File: src/rtl/uart_fc_pkg.sv
// Shared constants and state encodings for the flow-controlled serial port.
// Assumes 8-bit characters with one start and one stop bit.
package uart_fc_pkg;
    localparam int unsigned DATA_W     = 8;
    localparam int unsigned OVERSAMPLE = 16;
    localparam int unsigned OS_W       = $clog2(OVERSAMPLE);
    localparam int unsigned BIT_W      = $clog2(DATA_W);
    localparam logic [OS_W-1:0] OS_LAST = OS_W'(OVERSAMPLE - 1);
    localparam logic [OS_W-1:0] OS_MID  = OS_W'(OVERSAMPLE / 2 - 1);

    typedef enum logic [1:0] {TX_IDLE, TX_START, TX_DATA, TX_STOP} tx_state_e;
    typedef enum logic [2:0] {RX_IDLE, RX_START, RX_DATA, RX_STOP, RX_HOLD} rx_state_e;
endpackage

File: src/rtl/uart_fc_baud.sv
// Oversample tick generator: a down-counter that reloads on terminal count
// and emits one tick every max(divisor,1) cycles.
// Assumes divisor changes only while both serial directions are idle.
module uart_fc_baud #(
    parameter int unsigned DIV_W = 16
) (
    input  logic             clk,
    input  logic             rst_n,
    input  logic [DIV_W-1:0] divisor,
    output logic             tick
);
    logic [DIV_W-1:0] eff_div;
    logic [DIV_W-1:0] cnt_q;

    // Zero divisor is promoted to one.
    assign eff_div = (divisor == '0) ? DIV_W'(1) : divisor;
    assign tick    = (cnt_q == '0);

    // Count down, reload on terminal count.
    always_ff @(posedge clk) begin
        if (!rst_n)    cnt_q <= '0;
        else if (tick) cnt_q <= eff_div - DIV_W'(1);
        else           cnt_q <= cnt_q - DIV_W'(1);
    end

    // Ticks are spaced by the divisor: never back to back unless divisor <= 1.
    p_tick_spacing_r11: assert property (@(posedge clk) disable iff (!rst_n)
        (tick && eff_div > DIV_W'(1)) |=> !tick);
endmodule

File: src/rtl/uart_fc_fifo.sv
// Synchronous first-in first-out queue with level output.
// Assumes DEPTH is a power of two; pushes when full and pops when empty are ignored.
module uart_fc_fifo #(
    parameter int unsigned WIDTH = 8,
    parameter int unsigned DEPTH = 16
) (
    input  logic                         clk,
    input  logic                         rst_n,
    input  logic                         push,
    input  logic [WIDTH-1:0]             din,
    input  logic                         pop,
    output logic [WIDTH-1:0]             dout,
    output logic                         full,
    output logic                         empty,
    output logic [$clog2(DEPTH+1)-1:0]   level
);
    localparam int unsigned AW = $clog2(DEPTH);
    localparam int unsigned CW = $clog2(DEPTH + 1);

    logic [WIDTH-1:0] mem [DEPTH];
    logic [AW-1:0]    wr_q, rd_q;
    logic             do_push, do_pop;

    assign full    = (level == CW'(DEPTH));
    assign empty   = (level == '0);
    assign do_push = push && !full;
    assign do_pop  = pop && !empty;
    assign dout    = mem[rd_q];

    // Storage write.
    always_ff @(posedge clk) begin
        if (do_push) mem[wr_q] <= din;
    end

    // Pointer and occupancy bookkeeping.
    always_ff @(posedge clk) begin
        if (!rst_n) begin
            wr_q  <= '0;
            rd_q  <= '0;
            level <= '0;
        end else begin
            if (do_push) wr_q <= wr_q + AW'(1);
            if (do_pop)  rd_q <= rd_q + AW'(1);
            case ({do_push, do_pop})
                2'b10:   level <= level + CW'(1);
                2'b01:   level <= level - CW'(1);
                default: level <= level;
            endcase
        end
    end

    p_level_bound_r3: assert property (@(posedge clk) disable iff (!rst_n)
        level <= CW'(DEPTH));
    p_full_holds_r3: assert property (@(posedge clk) disable iff (!rst_n)
        (full && !pop) |=> full);
endmodule

File: src/rtl/uart_fc_tx.sv
// Transmit serialiser: start bit, 8 data bits LSB first, stop bit, each 16 ticks.
// A character starts only on a tick with queued data and synchronised clear-to-send low.
// Assumes has_data/data come from a queue whose head is stable until popped.
module uart_fc_tx
    import uart_fc_pkg::*;
(
    input  logic              clk,
    input  logic              rst_n,
    input  logic              tick,
    input  logic              cts_n,
    input  logic              has_data,
    input  logic [DATA_W-1:0] data,
    output logic              pop,
    output logic              ser_tx
);
    tx_state_e         state_q;
    logic [OS_W-1:0]   os_q;
    logic [BIT_W-1:0]  bit_q;
    logic [DATA_W-1:0] sh_q;
    logic              cts_meta_q, cts_s_q;

    // Two-stage synchroniser for the asynchronous clear-to-send input.
    always_ff @(posedge clk) begin
        if (!rst_n) begin
            cts_meta_q <= 1'b1;
            cts_s_q    <= 1'b1;
        end else begin
            cts_meta_q <= cts_n;
            cts_s_q    <= cts_meta_q;
        end
    end

    assign pop = (state_q == TX_IDLE) && tick && has_data && !cts_s_q;

    // Frame sequencer and registered line driver.
    always_ff @(posedge clk) begin
        if (!rst_n) begin
            state_q <= TX_IDLE;
            os_q    <= '0;
            bit_q   <= '0;
            sh_q    <= '0;
            ser_tx  <= 1'b1;
        end else begin
            case (state_q)
                TX_IDLE: if (pop) begin
                    state_q <= TX_START;
                    sh_q    <= data;
                    os_q    <= '0;
                    bit_q   <= '0;
                    ser_tx  <= 1'b0;
                end
                TX_START: if (tick) begin
                    os_q <= os_q + OS_W'(1);
                    if (os_q == OS_LAST) begin
                        state_q <= TX_DATA;
                        ser_tx  <= sh_q[0];
                    end
                end
                TX_DATA: if (tick) begin
                    os_q <= os_q + OS_W'(1);
                    if (os_q == OS_LAST) begin
                        if (bit_q == BIT_W'(DATA_W - 1)) begin
                            state_q <= TX_STOP;
                            ser_tx  <= 1'b1;
                        end else begin
                            bit_q  <= bit_q + BIT_W'(1);
                            sh_q   <= sh_q >> 1;
                            ser_tx <= sh_q[1];
                        end
                    end
                end
                TX_STOP: if (tick) begin
                    os_q <= os_q + OS_W'(1);
                    if (os_q == OS_LAST) state_q <= TX_IDLE;
                end
                default: state_q <= TX_IDLE;
            endcase
        end
    end

    p_line_idle_high_r2: assert property (@(posedge clk) disable iff (!rst_n)
        (state_q == TX_IDLE || state_q == TX_STOP) |-> ser_tx);
    p_start_needs_cts_r4: assert property (@(posedge clk) disable iff (!rst_n)
        (state_q == TX_START && $past(state_q) == TX_IDLE) |-> !$past(cts_s_q));
endmodule

File: src/rtl/uart_fc_rx.sv
// Receive deserialiser with 16x oversampling and mid-bit sampling.
// Rejects start bits that are high at mid-bit, flags low stop bits, drops
// characters when the queue is full (sticky overrun), and after a low stop
// bit waits for the line to return high before hunting for a new start.
module uart_fc_rx
    import uart_fc_pkg::*;
(
    input  logic              clk,
    input  logic              rst_n,
    input  logic              tick,
    input  logic              ser_rx,
    input  logic              full,
    output logic              push,
    output logic [DATA_W-1:0] data,
    output logic              ferr,
    output logic              overrun
);
    rx_state_e         state_q;
    logic [OS_W-1:0]   os_q;
    logic [BIT_W-1:0]  bit_q;
    logic [DATA_W-1:0] sh_q;
    logic              rx_meta_q, rx_s_q;

    // Two-stage synchroniser for the asynchronous serial input.
    always_ff @(posedge clk) begin
        if (!rst_n) begin
            rx_meta_q <= 1'b1;
            rx_s_q    <= 1'b1;
        end else begin
            rx_meta_q <= ser_rx;
            rx_s_q    <= rx_meta_q;
        end
    end

    // Frame sequencer, data capture and error flags.
    always_ff @(posedge clk) begin
        if (!rst_n) begin
            state_q <= RX_IDLE;
            os_q    <= '0;
            bit_q   <= '0;
            sh_q    <= '0;
            push    <= 1'b0;
            data    <= '0;
            ferr    <= 1'b0;
            overrun <= 1'b0;
        end else begin
            push <= 1'b0;
            case (state_q)
                RX_IDLE: if (tick && !rx_s_q) begin
                    state_q <= RX_START;
                    os_q    <= '0;
                end
                RX_START: if (tick) begin
                    if (os_q == OS_MID) begin
                        os_q    <= '0;
                        bit_q   <= '0;
                        state_q <= rx_s_q ? RX_IDLE : RX_DATA;
                    end else begin
                        os_q <= os_q + OS_W'(1);
                    end
                end
                RX_DATA: if (tick) begin
                    os_q <= os_q + OS_W'(1);
                    if (os_q == OS_LAST) begin
                        sh_q <= {rx_s_q, sh_q[DATA_W-1:1]};
                        if (bit_q == BIT_W'(DATA_W - 1)) state_q <= RX_STOP;
                        else bit_q <= bit_q + BIT_W'(1);
                    end
                end
                RX_STOP: if (tick) begin
                    os_q <= os_q + OS_W'(1);
                    if (os_q == OS_LAST) begin
                        if (full) begin
                            overrun <= 1'b1;
                        end else begin
                            push <= 1'b1;
                            data <= sh_q;
                            ferr <= !rx_s_q;
                        end
                        state_q <= rx_s_q ? RX_IDLE : RX_HOLD;
                    end
                end
                RX_HOLD: if (rx_s_q) state_q <= RX_IDLE;
                default: state_q <= RX_IDLE;
            endcase
        end
    end

    p_overrun_sticky_r8: assert property (@(posedge clk) disable iff (!rst_n)
        overrun |=> overrun);
    p_no_push_full_r8: assert property (@(posedge clk) disable iff (!rst_n)
        push |-> !full);
endmodule

File: src/rtl/uart_fc.sv
// Top level of the flow-controlled serial port: tick generator, two queues,
// serialiser, deserialiser and the request-to-send hysteresis register.
// Assumes FIFO_DEPTH is a power of two and rts_thresh changes only when quiet.
module uart_fc
    import uart_fc_pkg::*;
#(
    parameter int unsigned FIFO_DEPTH = 16,
    parameter int unsigned DIV_W      = 16,
    parameter int unsigned LVL_W      = $clog2(FIFO_DEPTH + 1)
) (
    input  logic              clk,
    input  logic              rst_n,
    input  logic [DIV_W-1:0]  divisor,
    input  logic [LVL_W-1:0]  rts_thresh,
    input  logic [DATA_W-1:0] tx_data,
    input  logic              tx_valid,
    output logic              tx_ready,
    output logic [LVL_W-1:0]  tx_level,
    output logic [DATA_W-1:0] rx_data,
    output logic              rx_frame_err,
    output logic              rx_valid,
    input  logic              rx_ready,
    output logic [LVL_W-1:0]  rx_level,
    output logic              overrun,
    output logic              ser_tx,
    input  logic              ser_rx,
    input  logic              cts_n,
    output logic              rts_n
);
    logic              tick;
    logic              tx_full, tx_empty, tx_pop;
    logic [DATA_W-1:0] tx_head;
    logic              rx_full, rx_empty, rx_push, rx_ferr;
    logic [DATA_W-1:0] rx_byte;
    logic [DATA_W:0]   rx_head;
    logic [LVL_W-1:0]  thr_eff;

    uart_fc_baud #(.DIV_W(DIV_W)) u_baud (
        .clk(clk), .rst_n(rst_n), .divisor(divisor), .tick(tick)
    );

    uart_fc_fifo #(.WIDTH(DATA_W), .DEPTH(FIFO_DEPTH)) u_txq (
        .clk(clk), .rst_n(rst_n),
        .push(tx_valid), .din(tx_data),
        .pop(tx_pop), .dout(tx_head),
        .full(tx_full), .empty(tx_empty), .level(tx_level)
    );

    uart_fc_tx u_tx (
        .clk(clk), .rst_n(rst_n), .tick(tick), .cts_n(cts_n),
        .has_data(!tx_empty), .data(tx_head), .pop(tx_pop), .ser_tx(ser_tx)
    );

    uart_fc_rx u_rx (
        .clk(clk), .rst_n(rst_n), .tick(tick), .ser_rx(ser_rx), .full(rx_full),
        .push(rx_push), .data(rx_byte), .ferr(rx_ferr), .overrun(overrun)
    );

    uart_fc_fifo #(.WIDTH(DATA_W + 1), .DEPTH(FIFO_DEPTH)) u_rxq (
        .clk(clk), .rst_n(rst_n),
        .push(rx_push), .din({rx_ferr, rx_byte}),
        .pop(rx_ready), .dout(rx_head),
        .full(rx_full), .empty(rx_empty), .level(rx_level)
    );

    assign tx_ready     = !tx_full;
    assign rx_valid     = !rx_empty;
    assign rx_data      = rx_head[DATA_W-1:0];
    assign rx_frame_err = rx_head[DATA_W];

    // Clamp the threshold into 1..FIFO_DEPTH.
    assign thr_eff = (rts_thresh == '0)                ? LVL_W'(1) :
                     (rts_thresh > LVL_W'(FIFO_DEPTH)) ? LVL_W'(FIFO_DEPTH) : rts_thresh;

    // Hysteresis: raise at threshold, release only when fully drained.
    always_ff @(posedge clk) begin
        if (!rst_n)     rts_n <= 1'b0;
        else if (rts_n) rts_n <= (rx_level != '0);
        else            rts_n <= (rx_level >= thr_eff);
    end

    p_rts_set_r9: assert property (@(posedge clk) disable iff (!rst_n)
        $rose(rts_n) |-> $past(rx_level >= thr_eff));
    p_rts_hold_r10: assert property (@(posedge clk) disable iff (!rst_n)
        (rts_n && rx_level != '0) |=> rts_n);
endmodule

File: config.mk
export PLATFORM = sky130hd
export DESIGN_NAME = uart_fc
export DESIGN_NICKNAME = d
export VERILOG_FILES = /design/src/rtl/uart_fc_pkg.sv /design/src/rtl/uart_fc_baud.sv /design/src/rtl/uart_fc_fifo.sv /design/src/rtl/uart_fc_tx.sv /design/src/rtl/uart_fc_rx.sv /design/src/rtl/uart_fc.sv
export SDC_FILE = /design/constraint.sdc
export NUM_CORES = 1
export LEC_CHECK = 0
export BUFFER_PORTS_ARGS = -buffer_cell sky130_fd_sc_hd__buf_2
export CORE_ASPECT_RATIO = 1.5
export CORE_UTILIZATION = 55
export DETAILED_ROUTE_END_ITERATION = 16
export GPL_TIMING_DRIVEN = 0
export PLACE_DENSITY = 0.72
export SLEW_MARGIN = 30
export SYNTH_ARGS = -nofsm -noshare
export SYNTH_HDL_FRONTEND = slang
export SYNTH_HIERARCHICAL = 1
export SYNTH_SLANG_ARGS = --single-unit
File: constraint.sdc
create_clock -name clk -period 4 [get_ports clk]
set_clock_uncertainty 0.1 [all_clocks]
set_input_delay 1 -clock clk [delete_from_list [all_inputs] [get_ports clk]]
set_output_delay 1 -clock clk [all_outputs]
set_load 0.01 [all_outputs]
Word-level counts from Yosys, hierarchy flattened
Memories as Yosys holds them, arrays and structs flattened. A register that Yosys moved wholly into a read port is not among the register bits.
Cells that the tools add are included.
{"block": "word_totals", "in_bits": 35, "out_inout_bits": 24, "mem_bits_rw": 272, "reg_bits": 94, "mem_count": 2}
{"memory": "u_rxq.mem", "words": 16, "word_bits": 9, "read_ports": 1, "rd_clocked_by_memory_dff": 1, "write_ports": 1, "line_no": "uart_fc_fifo.sv:20", "text": "logic [WIDTH-1:0] mem [DEPTH];"}
{"memory": "u_txq.mem", "words": 16, "word_bits": 8, "read_ports": 1, "rd_clocked_by_memory_dff": 1, "write_ports": 1, "line_no": "uart_fc_fifo.sv:20"}
{"block": "op_classes", "n_eq_ne": 39, "mux": 68, "n_reduce_logical": 41, "n_addsub": 14, "bitwise_logic": 1, "n_lt_le_gt_ge": 2}
{"operator": "two-way mux 3 bit", "count": 19}
{"operator": "two-way mux 4 bit", "count": 10}
{"operator": "inequality test 2 x 1 -> 1 bit (second input constant)", "count": 18}
{"operator": "logical NOT 16 bit", "count": 2}
{"operator": "two-way mux 16 bit", "count": 2}
{"operator": "two-way mux 8 bit", "count": 4}
{"operator": "subtractor 16 x 1 -> 16 bit (second input constant)", "count": 2}
{"operator": "adder 4 x 1 -> 4 bit (second input constant)", "count": 6}
{"operator": "one-hot mux 5 bit (2 select lines)", "count": 2}
{"operator": "two-way mux 2 bit", "count": 9}
{"operator": "one-hot mux 8 bit (2 select lines)", "count": 1}
{"operator": "AND reduction 4 bit", "count": 4}
{"operator": "logical NOT 5 bit", "count": 3}
{"operator": "one-hot mux 3 bit (5 select lines)", "count": 1}
{"operator": "two-way mux 1 bit", "count": 12}
{"operator": "one-hot mux 3 bit (2 select lines)", "count": 2}
{"operator": "one-hot mux 4 bit (3 select lines)", "count": 1}
{"operator": "AND reduction 6 bit", "count": 2}
{"operator": "adder 5 x 1 -> 5 bit (second input constant)", "count": 2}
{"operator": "equality test 5 bit (second input constant)", "count": 2}
{"operator": "two-way mux 5 bit", "count": 2}
{"operator": "subtractor 5 x 1 -> 5 bit (second input constant)", "count": 2}
{"operator": "equality test 3 bit (second input constant)", "count": 3}
{"operator": "AND reduction 9 bit", "count": 1}
{"operator": "27 further kinds", "count": 53}

Logic depth before layout (Yosys ltp)
Gate-level depths: netlist of run 1.
{"block": "depth", "word_depth": 7, "mapped_depth": 18, "mapped_depth_nobuf": 14}

Modules after synthesis
The synthesis of run 1 kept the hierarchy.
{"mod": "uart_fc_fifo at u_rxq", "cells_per_inst": 329, "area_each_um2": 6545.0, "n_inst": 1}
{"mod": "uart_fc_fifo at u_txq", "cells_per_inst": 307, "area_each_um2": 5967.0, "n_inst": 1}
{"mod": "uart_fc_rx", "cells_per_inst": 143, "area_each_um2": 1361.3, "n_inst": 1}
{"mod": "uart_fc_tx", "cells_per_inst": 122, "area_each_um2": 1164.9, "n_inst": 1}
{"mod": "uart_fc_baud", "cells_per_inst": 138, "area_each_um2": 1122.3, "n_inst": 1}
{"mod": "uart_fc", "cells_per_inst": 26, "area_each_um2": 185.2, "n_inst": 1}

Worst setup path before layout of run 1
Ideal clock, no wire load.
{"block": "synth_timing", "path_kind": "register to register", "from": "register u_baud.cnt_q[6]", "to": "register u_txq.level[2]", "t_arrival_ps": 3657, "required_time_ps": 3830, "slack_ps": 173, "setup_time_ps": 70, "path_stages_with_launch": 19, "n_path_buf": 4, "cell_sequence": "dfxtp_1 > buf_4 > nor4_4 > and3_1 > nand2_2 > inv_1 > buf_2 > buf_6 > nand3b_4 > nor2_1 > o21ai_4 > inv_1 > ha_1 > clkbuf_1 > xor2_1 > ha_1 > o21a_1 > or4_1 > a21oi_1"}
{"block": "synth_via", "elab_chain_len": 7, "elab_cells_between_ends": 9}
{"item": "from (decl)", "line_no": "uart_fc_baud.sv:13", "text": "logic [DIV_W-1:0] cnt_q;"}
{"item": "from (signal assigned)", "line_no": "uart_fc_baud.sv:22", "text": "else if (tick) cnt_q <= eff_div - DIV_W'(1);"}
{"item": "from (signal assigned)", "line_no": "uart_fc_baud.sv:23", "text": "else cnt_q <= cnt_q - DIV_W'(1);"}
{"item": "logical NOT 16 bit *", "line_no": "uart_fc_baud.sv:17", "text": "assign tick = (cnt_q == '0);"}
{"item": "via tick", "line_no": "uart_fc.sv:30", "text": "logic tick;"}
{"item": "logical AND 1 bit * (3 in series)", "line_no": "uart_fc_tx.sv:33", "text": "assign pop = (state_q == TX_IDLE) && tick && has_data && !cts_s_q;"}
{"item": "via tx_pop", "line_no": "uart_fc.sv:31", "text": "logic tx_full, tx_empty, tx_pop;"}
{"item": "logical AND 1 bit *", "line_no": "uart_fc_fifo.sv:27", "text": "assign do_pop = pop && !empty;"}
{"item": "via u_txq.do_pop", "line_no": "uart_fc_fifo.sv:22", "text": "logic do_push, do_pop;"}
{"item": "equality test 2 x 1 -> 1 bit / equality test 2 bit (equally long branches)", "line_no": "uart_fc_fifo.sv:44", "text": "case ({do_push, do_pop})"}
{"item": "one-hot mux 5 bit (2 select lines) / nonzero test 2 bit (equally long branches)"}
{"item": "to (signal assigned)", "line_no": "uart_fc_fifo.sv:45", "text": "2'b10: level <= level + CW'(1);"}
{"item": "to (signal assigned)", "line_no": "uart_fc_fifo.sv:46", "text": "2'b01: level <= level - CW'(1);"}
{"item": "to (signal assigned)", "line_no": "uart_fc_fifo.sv:47", "text": "default: level <= level;"}
{"item": "to (decl)", "line_no": "uart_fc_fifo.sv:15", "text": "output logic [$clog2(DEPTH+1)-1:0] level"}
The timed path passes the listed nets; every way through them passes the cells marked *.
A chain may end at the register's enable or synchronous reset.

Worst setup path after layout of run 1
{"block": "layout_timing", "from": "register u_baud.cnt_q[7]", "to": "register u_txq.level[4]"}
The elaborated chain is that of the path after synthesis.

==> metrics.md, run 1 <==
| Metric | Value |
|---|---|
| Outcome | `complete, no violations` |
| Die Area | `around 30000 µm²` |
| Reg2reg start | `u_baud/cnt_q[7]$_SDFF_PN0_` |
| Minimum clock period | `around 3.8 ns` |
| Total number of vias | `between 9k and 10k` |
| Max-cap viol count | `0` |
| Die Width | `about 140 µm` |
| Total Wirelength | `around 32000 µm` |
| Final period util | `0.949` |
| Commonest non-fill, non-tap cell in the layout | `edfxtp_1` |
| Setup CP Type | `reg2reg` |
| Finished Cell Area | `roughly 18000 µm²` |
| Hold EP | `u_tx/cts_s_q$_SDFF_PN1_` |
| Sequential cell area fraction in the yosys report | `0.625` |
| Arrival time worst endpoint | `4.16 ns` |
| Pwr per Cell Area | `519 nW/µm²` |
| Hold_buf cts | `0` |
| Reg2reg end | `u_txq/level[4]$_SDFFE_PN0P_` |
| Antenna-violating nets left | `0` |
| Area after DPL | `between 15000 and 20000 µm²` |
| Num CTS Buffers | `36` |
| Worst EP required | `between 4 and 5 ns` |
| Nets | `about 1.2k` |
| GRT Util Overall | `0.224` |
| Area Overhead vs Synth | `13.1%` |
| # DRC | `0` |
| First-pass GRT wire length | `about 51000 µm` |
| Core area | `approximately 29000 µm²` |
| Bufs and invs on worst path | `5` |
| Syn avg cell area | `roughly 15 µm²` |
| Max incr delay on CP | `approximately 0.7 ns` |
| Leakage power | `around 0.0064 µW` |
| Delay-heaviest family, CP | `simple AND/OR/NAND/NOR gates` |
| Worst Reg2Reg Path Length in Cells | `16` |
| Hold WC Path Type | `reg2reg` |
| Number of synthesized flops with an enable pin | `roughly 270` |
| WL/cell | `around 20 µm` |
| Hold Vio Cnt, Final | `0` |
| Total power | `9600 µW` |
| VDD IR max | `roughly 0.44 mV` |
| Count of cell types in the netlist | `86` |
| H-tree levels | `2` |
| Main flop type after synthesis | `edfxtp_1` |
| Clk pin slew, worst setup/hold paths | `0.06 ns` |
| Drt pass-1 iters | `5` |
| DP HPWL | `around 22000 µm` |
| Final setup viols | `0` |
| DR iter-0 viols | `454` |
| Drt via density | `roughly 6` |
| R2r setup slk | `slightly above 0.2 ns` |
| Setup crit start kind | `flop` |
| CTS max path bufs | `3` |
| Slew HR | `0.365` |
| Clk root buf | `clkbuf_16` |
| Rows | `76` |
| Fillers | `a little over 2k` |
| RSZ-0062 raised after global routing | `no` |
| Worst hold start | `u_tx/cts_meta_q$_SDFF_PN1_` |
| Worst Setup SP | `u_baud/cnt_q[7]$_SDFF_PN0_` |
| CTS tree | `yes` |
| Critical path endpoint category | `flop` |
| Yosys warns | `6` |
| PortBufs | `just under 60` |
| Mapped Cells | `roughly 1.1k` |
| Critical-path cell list | `nor4_4, and3_4, nand2_2, inv_2, buf_6, buf_6, nand3b_4, nor2_4, o21ai_4, inv_1, ha_1, clkbuf_1, or4b_2, a21oi_1, a31oi_1, nand3b_1` |
| GPL Wtd Cong | `approximately 0.86` |
| CTS sink cnt | `374` |
| Antenna diode count | `0` |
| Die height | `around 210 µm` |
| CP Max Fanout | `14` |
| Final slew viol count | `0` |
| Fmax | `~260 MHz` |
| # IOs | `between 50 and 60` |
| Post-Syn Area | `around 16000 µm²` |
| Most used cell, CP | `buf_6` |
| Net Count, Synth | `approximately 1.1k` |
| Worst-Margin Slew | `about 0.95 ns` |
| Worst hold stages | `1` |
| Initial cell density of the core | `0.564` |
| Slowest cell on crit path | `or4b_2` |
| #FFs+latches synth | `about 370` |
| Initial antenna violation count | `0` |
| GR Overflow Total | `0` |
| Largest net degree at the start of global routing | `19` |
| Number of global-route vias before repair | `around 9.4k` |
| Post-synth ARST share | `0` |
| Layout cells sized above 1 | `0.204` |
| Worst-Skew Late Latency | `0.52 ns` |
| Most frequent cells in the layout | `272 x edfxtp_1, 102 x dfxtp_1, 88 x nor2_1` |
| Final Util | `0.637` |
-- Yosys cell counts (all sizes together), types with 7 or more instances --
library cell  number  area (µm²)
mux4              85        2100
o21a              14         120
clkbuf            20        75.1
edfxtp           272        8170
ha                33         413
nand3             22         110
inv               26        97.6
nand2             40         153
o21ai             25         140
or4b               9        90.1
nor4               7        73.8
nor3              28         140
o211a              7        70.1
o211ai            10        95.1
or3               13        82.6
a21boi             7        52.6
buf               35         272
nand2b            12        75.1
xor2              19         166
a21oi             40         200
or4               13         103
nor2             100         383
nand3b            11        95.1
nor2b              7        43.8
mux2i             30         300
dfxtp            102        2040
-- power breakdown --
group          internal, µW  total [µW]  leakage (µW)  switching (µW)
Sequential             4270        4410       0.00332             136
Combinational           796        1730       0.00250             938
Clock                  2050        3450      0.000580            1410
-- metal layers --
| metal | vias to the layer above | wire (µm) | track usage |
|---|---|---|---|
| li1 | 4395 | - | - |
| met1 | 4629 | 12400 | 0.243 |
| met2 | 193 | 18100 | 0.434 |
| met3 | 68 | 1050 | 0.0312 |
| met4 | 0 | 968 | 0.0834 |
| met5 | - | 0 | 0 |
-- per-stage QoR --
stage	TNS (ns)	instances	worst slack [ns]	hold WS [ns]
2_1_floorplan	0	1065	0.173	0.286
3_3_place_gp	-1.17	1513	-0.565	0.291
3_5_place_dp	-1.18	1517	-0.555	0.297
4_1_cts	0	1582	0.0201	0.311
5_1_grt	0	1585	0.00131	0.342
6_report	0	1585	0.203	0.310
-- final cells by class --
cell class                 count  area, µm²  share of cell area
tap                          390        488              0.0264
inverter                      28        111             0.00602
timing repair buffer          65        343              0.0185
clock inverter                21        248              0.0134
buffer                        55        357              0.0193
clock buffer                  44        962              0.0521
sequential                   374      10200               0.552
multi-input combinational    608       5770               0.312
-- registers in the layout, indices dropped and copies added (netlist names), 2 cells and up, named ones only --
| register | count |
|---|---|
| u_rxq/rd_q | 4 |
| u_baud/cnt_q | 16 |
| u_rx/os_q | 4 |
| u_txq/wr_q | 4 |
| u_tx/sh_q | 8 |
| u_tx/state_q | 2 |
| u_rx/data | 8 |
| u_rxq/level | 5 |
| u_rxq/wr_q | 4 |
| u_rxq/mem | 144 |
| u_tx/bit_q | 3 |
| u_rx/state_q | 3 |
| u_rx/sh_q | 8 |
| u_txq/mem | 128 |
| u_txq/rd_q | 4 |
| u_txq/level | 5 |
| u_rx/bit_q | 3 |
| u_tx/os_q | 4 |
-- repair_timing --
item | CTS | global route
gates cloned | 0 | 0
endpoints found under the setup margin | 4 | 2
pin swaps | 0 | 2
setup buffers | 0 | 3
gates resized for setup | 5 | 6
-- how the worst max path moves through the flow --
stage / cells after the start / slack [ns] / endpoint
after floorplan: 18 / 0.17 / u_txq/level[2]$_SDFFE_PN0P_
after CTS: 18 / 0.02 / u_txq/level[2]$_SDFFE_PN0P_
after global placement: 18 / -0.57 / u_txq/level[2]$_SDFFE_PN0P_
final: 16 / 0.20 / u_txq/level[4]$_SDFFE_PN0P_
after detailed placement: 18 / -0.55 / u_txq/level[2]$_SDFFE_PN0P_
after global routing: 17 / 0.001 / u_txq/level[2]$_SDFFE_PN0P_
-- logic make-up after synthesis --
kind of cell    share of synthesized area
mux                                 0.147
fa+ha+maj                          0.0253
compound gates                     0.0638
buf+inv                            0.0280
simple gates                       0.0987
xor+xnor                           0.0129
flops                               0.625
Note: power is estimated with default switching activity, not from simulation.
==> run 2, diff against run 1 <==
--- a/config.mk
+++ b/config.mk
@@ -6,7 +6,7 @@
 export NUM_CORES = 1
 export LEC_CHECK = 0
 export BUFFER_PORTS_ARGS = -buffer_cell sky130_fd_sc_hd__buf_2
-export CORE_ASPECT_RATIO = 1.5
+export CORE_ASPECT_RATIO = 0.75
 export CORE_UTILIZATION = 55
 export DETAILED_ROUTE_END_ITERATION = 16
 export GPL_TIMING_DRIVEN = 0
==> run 2 against run 1 <==
Effect of this change: sequential share of layout area grew 0.43 points; cell count shrank 0.13%; design area shrank 0.77%; sequential power barely moved; routed wire length rose by 3.5%; register-to-register slack better by 0.04 ns; first-iteration DRC count is 69% higher; critical path type unchanged; critical endpoint is now u_txq/level[2]$_SDFFE_PN0P_; largest cell class unchanged; largest power group unchanged.
==> metrics.md, run 2 (synthesis gave the netlist of run 1 again) <==
| Metric | Value |
|---|---|
| Final Util | `0.630 (-0.00747)` |
| Hold Vio Cnt, Final | `0 (unchanged)` |
| # DRC | `0 (unchanged)` |
| Clk root buf | `clkbuf_16` |
| Outcome | `complete, no violations` |
| DP HPWL | `22300 µm (-0.48%)` |
| CTS sink cnt | `374 (unchanged)` |
| Setup CP Type | `reg2reg` |
| CP Max Fanout | `14 (unchanged)` |
| Num CTS Buffers | `36 (unchanged)` |
| Worst hold start | `u_tx/cts_meta_q$_SDFF_PN1_` |
| Metal2 WL | `15000 µm (-17%)` |
| GR Overflow Total | `0 (unchanged)` |
| Fmax | `266 MHz (+1.1%)` |
| DR iter-0 viols | `766 (+69%)` |
| First-pass GRT wire length | `52300 µm (+2.3%)` |
| Number of global-route vias before repair | `9160 (-2.4%)` |
| Commonest non-fill, non-tap cell in the layout | `edfxtp_1` |
| Clock share of power | `0.345 (-0.015)` |
| Switching Power | `2490 µW (+0.43%)` |
| Worst-Margin Slew | `1.01 ns (+0.0636 ns)` |
| Initial antenna violation count | `0 (unchanged)` |
| WL/cell | `21.2 µm (+3.7%)` |
| Slowest cell on crit path | `or4_1` |
| Arrival time worst endpoint | `4.11 ns (-0.05 ns)` |
| Drt via density | `6.05 (+3.2%)` |
| Clk pin slew, worst setup/hold paths | `0.06 ns (about the same)` |
| Worst-Skew Late Latency | `0.53 ns (about the same)` |
| Die height | `151 µm (-29%)` |
| PortBufs | `58 (unchanged)` |
| Total Wirelength | `33600 µm (+3.5%)` |
| Worst EP required | `4.36 ns (about the same)` |
| Leakage power | `0.00633 µW (-1.1%)` |
| VDD IR max | `0.436 mV (-0.49%)` |
| Final setup viols | `0 (unchanged)` |
| GRT Util Overall | `0.226 (+0.00284)` |
| Area Overhead vs Synth | `12.2%` |
| Post-Route M1 WL | `15800 µm (+28%)` |
| Max incr delay on CP | `0.47 ns (-0.23 ns)` |
| Logic gate share of total power | `0.186 (+0.005)` |
| CTS tree | `yes` |
| GPL Wtd Cong | `0.885 (+2.3%)` |
| Worst setup margin | `0.246 ns (+0.0426 ns)` |
| Critical path endpoint category | `flop` |
| Most flops, register | `u_rxq/mem` |
| Pre-CTS WS | `-0.692 ns (-0.137 ns)` |
| Nets | `1231 (-0.40%)` |
| Pwr per Cell Area | `512 nW/µm² (-1.4%)` |
| Antenna diode count | `0 (unchanged)` |
| Sequential share of power | `0.469 (+0.009)` |
| Largest net degree at the start of global routing | `19 (unchanged)` |
| Hold WS | `0.311 ns (+0.00142 ns)` |
| Top flop regs | `u_rxq/mem: 144 flops, u_txq/mem: 128 flops, u_baud/cnt_q: 16 flops` |
| Reg2reg start | `u_baud/cnt_q[3]$_SDFF_PN0_` |
| H-tree levels | `2 (unchanged)` |
| Max layer used | `met4` |
| Setup crit start kind | `flop` |
| Final slew viol count | `0 (unchanged)` |
| Core area | `29100 µm² (+0.41%)` |
| Antenna-violating nets left | `0 (unchanged)` |
| Number of flip-flops in the largest register | `144 (unchanged)` |
| Layout cells sized above 1 | `0.193 (-0.0111)` |
| CTS max path bufs | `3 (unchanged)` |
| # IOs | `59 (unchanged)` |
| Most frequent cells in the layout | `272 x edfxtp_1, 102 x dfxtp_1, 93 x nor2_1` |
| Critical-path cell list | `nor4_4, and2_1, nand2_2, inv_2, buf_6, buf_6, nand3b_4, nor2_4, o21ai_4, inv_1, ha_1, buf_4, xor2_1, ha_1, nor3_1, or4_1, a21oi_1` |
| Hold WC Path Type | `reg2reg` |
| Total number of vias | `9570 (+3.1%)` |
| Max-cap viol count | `0 (unchanged)` |
| Sw Ratio | `0.265 (+0.00693)` |
| Die Area | `30400 µm² (about the same)` |
| Die Width | `201 µm (+41%)` |
| Slew HR | `0.322 (-0.0426)` |
| Routed wire length on met3 | `2400 µm (+130%)` |
| Internal | `6900 µW (-3.1%)` |
| Rows | `54 (-29%)` |
| Drt pass-1 iters | `5 (unchanged)` |
| Hold_buf cts | `0 (unchanged)` |
| Minimum clock period | `3.75 ns (-0.0426 ns)` |
| Final period util | `0.939 (-0.0107)` |
| Initial cell density of the core | `0.561 (-0.00228)` |
| Worst Setup SP | `u_baud/cnt_q[3]$_SDFF_PN0_` |
run 2: cell count changes in the layout (fill, tap and decap cells not counted), sizes merged:
cell,previous run,this run
inv,28,26
bufinv,5,1
buf,100,96
clkbuf,64,68
clkinv,13,15
run 2: path summary, 6_finish.rpt:
path	slack [ns]	end	depth (start not counted)
worst max-delay path	0.25	u_txq/level[2]$_SDFFE_PN0P_	17
worst min-delay path	0.31	u_tx/cts_s_q$_SDFF_PN1_	1
worst max register to register	0.25	u_txq/level[2]$_SDFFE_PN0P_	17
worst min register to register	0.31	u_tx/cts_s_q$_SDFF_PN1_	1
run 2: what timing repair did:
action / 4_1_cts / 5_1_grt
gates resized for setup: 5 / 6
pin swaps: 1 / 1
cloned: 0 / 0
setup buffers: 1 / 1
endpoints found under the setup margin: 4 / 2
run 2: power groups by stage:
stage	combinational (µW)	sequential [µW]	clock, µW
finish	1740	4410	3240
CTS	1710	4400	3310
global route	1900	4420	3470
global placement	1650	4480	0
floorplan	1280	4470	0
detailed placement	1670	4490	0
run 2: worst max-delay path: cells and delay by family (launching register included):
kind | cells | cell delay (ns)
adder cells (fa/ha/maj) | 2 | 0.40
XOR/XNOR | 1 | 0.16
buffers and inverters | 5 | 0.77
AND/OR/NAND/NOR | 7 | 1.64
flip-flops | 1 | 0.36
AO/OA/AOI/OAI | 2 | 0.26
run 2: final cells by class:
cell class | count | area (µm²)
fill | 2125 | 10800
sequential | 374 | 10200
multi-input combinational | 608 | 5750
clock buffer | 49 | 1000
tap | 392 | 490
buffer | 55 | 357
timing repair buffer | 60 | 305
clock inverter | 17 | 118
inverter | 28 | 111
run 2: per-layer routing:
metal  global-route usage  vias to the layer above
li1                     -                     4398
met1                0.346                     4795
met2                0.342                      342
met3               0.0372                       35
met4               0.0504                        0
met5                    0                        -
run 2: metrics by stage:
stage	instance area (µm²)	TNS [ns]	std cells	total power, µW
floorplan	16300	0	1065	5750
global placement	17100	-1.40	1515	6130
detailed placement	17200	-1.71	1515	6160
CTS	18300	0	1582	9420
global route	18300	-0.00523	1583	9790
finish	18300	0	1583	9390
==> run 3, diff against run 2 <==
--- a/config.mk
+++ b/config.mk
@@ -7,10 +7,10 @@
 export LEC_CHECK = 0
 export BUFFER_PORTS_ARGS = -buffer_cell sky130_fd_sc_hd__buf_2
 export CORE_ASPECT_RATIO = 0.75
-export CORE_UTILIZATION = 55
+export CORE_UTILIZATION = 43
 export DETAILED_ROUTE_END_ITERATION = 16
 export GPL_TIMING_DRIVEN = 0
-export PLACE_DENSITY = 0.72
+export PLACE_DENSITY = 0.58
 export SLEW_MARGIN = 30
 export SYNTH_ARGS = -nofsm -noshare
 export SYNTH_HDL_FRONTEND = slang
==> run 3 against run 2 <==
Effect of this change: first-iteration DRC count shrank 14%; critical path type unchanged; sequential cell count did not move; sequential power barely moved; hold slack gained 0.0071 ns; combinational power barely moved; sequential share of layout area down 0.73 points; design area rose by 1.3%; count of clock-buffer cells in the layout is the same; critical endpoint unchanged; largest cell class unchanged.
==> metrics.md, run 3 (synthesis gave the netlist of run 1 again) <==
| Metric | Value |
|---|---|
| Outcome | `complete, no violations` |
| GRT Util Overall | `0.178 (-0.0480)` |
| Slowest cell on crit path | `or4_1` |
| Commonest non-fill, non-tap cell in the layout | `edfxtp_1` |
| Drt pass-1 iters | `5 (unchanged)` |
| Final setup viols | `0 (unchanged)` |
| WL/cell | `19.9 µm (-6.4%)` |
| Nets | `1238 (+0.57%)` |
| Worst Setup SP | `u_baud/cnt_q[7]$_SDFF_PN0_` |
| Leakage power | `0.00638 µW (+0.82%)` |
| Reg2reg start | `u_baud/cnt_q[7]$_SDFF_PN0_` |
| Hold_buf cts | `0 (unchanged)` |
| Worst-Margin Slew | `0.924 ns (-0.0889 ns)` |
| Layout cells sized above 1 | `0.201 (+0.00805)` |
| Worst-Skew Late Latency | `0.53 ns (about the same)` |
| Num CTS Buffers | `38 (+5.6%)` |
| R2r setup slk | `0.22 ns (-0.03 ns)` |
| PortBufs | `58 (unchanged)` |
| Max-cap viol count | `0 (unchanged)` |
| Worst Reg2Reg Path Length in Cells | `17 (unchanged)` |
| Arrival time worst endpoint | `4.13 ns (+0.02 ns)` |
| H-tree levels | `2 (unchanged)` |
| Number of global-route vias before repair | `9073 (-0.95%)` |
| # IOs | `59 (unchanged)` |
| Slew HR | `0.382 (+0.0595)` |
| Hold Vio Cnt, Final | `0 (unchanged)` |
| Die height | `171 µm (+13%)` |
| Setup CP Type | `reg2reg` |
| Setup crit start kind | `flop` |
| Initial cell density of the core | `0.439 (-0.122)` |
| Fmax | `265 MHz (-0.69%)` |
| Area after DPL | `17300 µm² (+1.0%)` |
| Bufs and invs on worst path | `5 (unchanged)` |
| Critical Path End | `u_txq/level[2]$_SDFFE_PN0P_` |
| Final slew viol count | `0 (unchanged)` |
| Finished Cell Area | `18600 µm² (+1.3%)` |
| CTS tree | `yes` |
| Pwr per Cell Area | `513 nW/µm² (+0.17%)` |
| Clk root buf | `clkbuf_16` |
| Total Wirelength | `33800 µm (+0.62%)` |
| Die Width | `227 µm (+13%)` |
| DP HPWL | `23000 µm (+3.2%)` |
| Antenna-violating nets left | `0 (unchanged)` |
| Hold WC Path Type | `reg2reg` |
| GPL Wtd Cong | `0.816 (-7.7%)` |
| Top flop regs | `u_rxq/mem: 144 flops, u_txq/mem: 128 flops, u_baud/cnt_q: 16 flops` |
| Max incr delay on CP | `0.47 ns (about the same)` |
| Core area | `37200 µm² (+28%)` |
| Critical path depth | `17 (unchanged)` |
| Most flops, register | `u_rxq/mem` |
| Most frequent cells in the layout | `272 x edfxtp_1, 102 x dfxtp_1, 87 x nor2_1` |
| # DRC | `0 (unchanged)` |
| Die Area | `38800 µm² (+28%)` |
| CP Max Fanout | `14 (unchanged)` |
| Area Overhead vs Synth | `13.7%` |
| Total number of vias | `9367 (-2.1%)` |
| Final Util | `0.499 (-0.131)` |
| Worst EP required | `4.35 ns (about the same)` |
| Antenna diode count | `0 (unchanged)` |
| Critical path endpoint category | `flop` |
| CTS sink cnt | `374 (unchanged)` |
| Critical-path cell list | `nor4_4, and3_4, nand2_2, inv_2, buf_6, buf_6, nand3b_4, nor2_4, o21ai_4, inv_1, ha_1, clkbuf_4, xor2_1, ha_1, nor3_1, or4_1, a21oi_1` |
| Largest net degree at the start of global routing | `19 (unchanged)` |
| First-pass GRT wire length | `52700 µm (+0.82%)` |
| Drt via density | `5.50 (-9.0%)` |
| Final period util | `0.945 (+0.00649)` |
| CTS max path bufs | `3 (unchanged)` |
| Initial antenna violation count | `1 (+1)` |
| Number of flip-flops in the largest register | `144 (unchanged)` |
| Rows | `61 (+13%)` |
| Delay-heaviest family, CP | `simple AND/OR/NAND/NOR gates` |
| Clk pin slew, worst setup/hold paths | `0.06 ns (about the same)` |
| Reg2reg end | `u_txq/level[2]$_SDFFE_PN0P_` |
| GR Overflow Total | `0 (unchanged)` |
| DR iter-0 viols | `657 (-14%)` |
| VDD IR max | `0.330 mV (-24%)` |
| RSZ-0062 raised after global routing | `no` |
| Minimum clock period | `3.78 ns (+0.0260 ns)` |
==> run 3: power breakdown <==
group | switching, µW | internal, µW
Clock | 1430 | 1950
Combinational | 938 | 809
Sequential | 133 | 4280
==> run 3: layout make-up <==
type                    count  area, µm²
inverters                  28        111
well taps                 504        631
flip-flops and latches    374      10200
multi-input cells         608       5770
plain buffers              55        357
fillers                  3174      18700
repair buffers             65        343
clock inverters            19        173
clock buffers              49        992
==> run 3: routing by layer <==
metal  share of wire  vias up  wire [µm]  global-route usage
li1                -     4415          -                   -
met1            0.51     4702      17300               0.276
met2            0.43      206      14500               0.258
met3           0.046       42       1540              0.0337
met4           0.015        2        496              0.0400
met5         0.00038        -         13                   0
==> run 3: worst min-delay path by stage <==
stage / start / slack [ns] / depth (start not counted) / end
final: u_tx/cts_meta_q$_SDFF_PN1_ / 0.32 / 1 / u_tx/cts_s_q$_SDFF_PN1_
after global routing: u_rx/rx_meta_q$_SDFF_PN1_ / 0.33 / 1 / u_rx/rx_s_q$_SDFF_PN1_
after CTS: u_rx/rx_meta_q$_SDFF_PN1_ / 0.32 / 1 / u_rx/rx_s_q$_SDFF_PN1_
after detailed placement: u_tx/cts_meta_q$_SDFF_PN1_ / 0.31 / 1 / u_tx/cts_s_q$_SDFF_PN1_
after global placement: u_tx/cts_meta_q$_SDFF_PN1_ / 0.30 / 1 / u_tx/cts_s_q$_SDFF_PN1_
after floorplan: u_rx/rx_meta_q$_SDFF_PN1_ / 0.29 / 1 / u_rx/rx_s_q$_SDFF_PN1_
==> run 3: timing repair <==
item	in CTS	in global routing
setup buffers	1	2
setup endpoints to repair	4	2
resized for setup	6	5
pin swaps	1	1
cloned	0	0
endpoints found under the hold margin	0	0
==> run 3: through the flow <==
stage / hold slack (ns) / worst slack (ns) / cells / total power [µW] / TNS [ns]
final: 0.318 / 0.220 / 1702 / 9530 / 0
after CTS: 0.322 / 0.0102 / 1700 / 9570 / 0
after global routing: 0.334 / 0.00982 / 1702 / 9970 / 0
after floorplan: 0.286 / 0.173 / 1065 / 5750 / 0
after detailed placement: 0.306 / -0.716 / 1631 / 6170 / -1.70
after global placement: 0.295 / -0.643 / 1627 / 6150 / -1.48
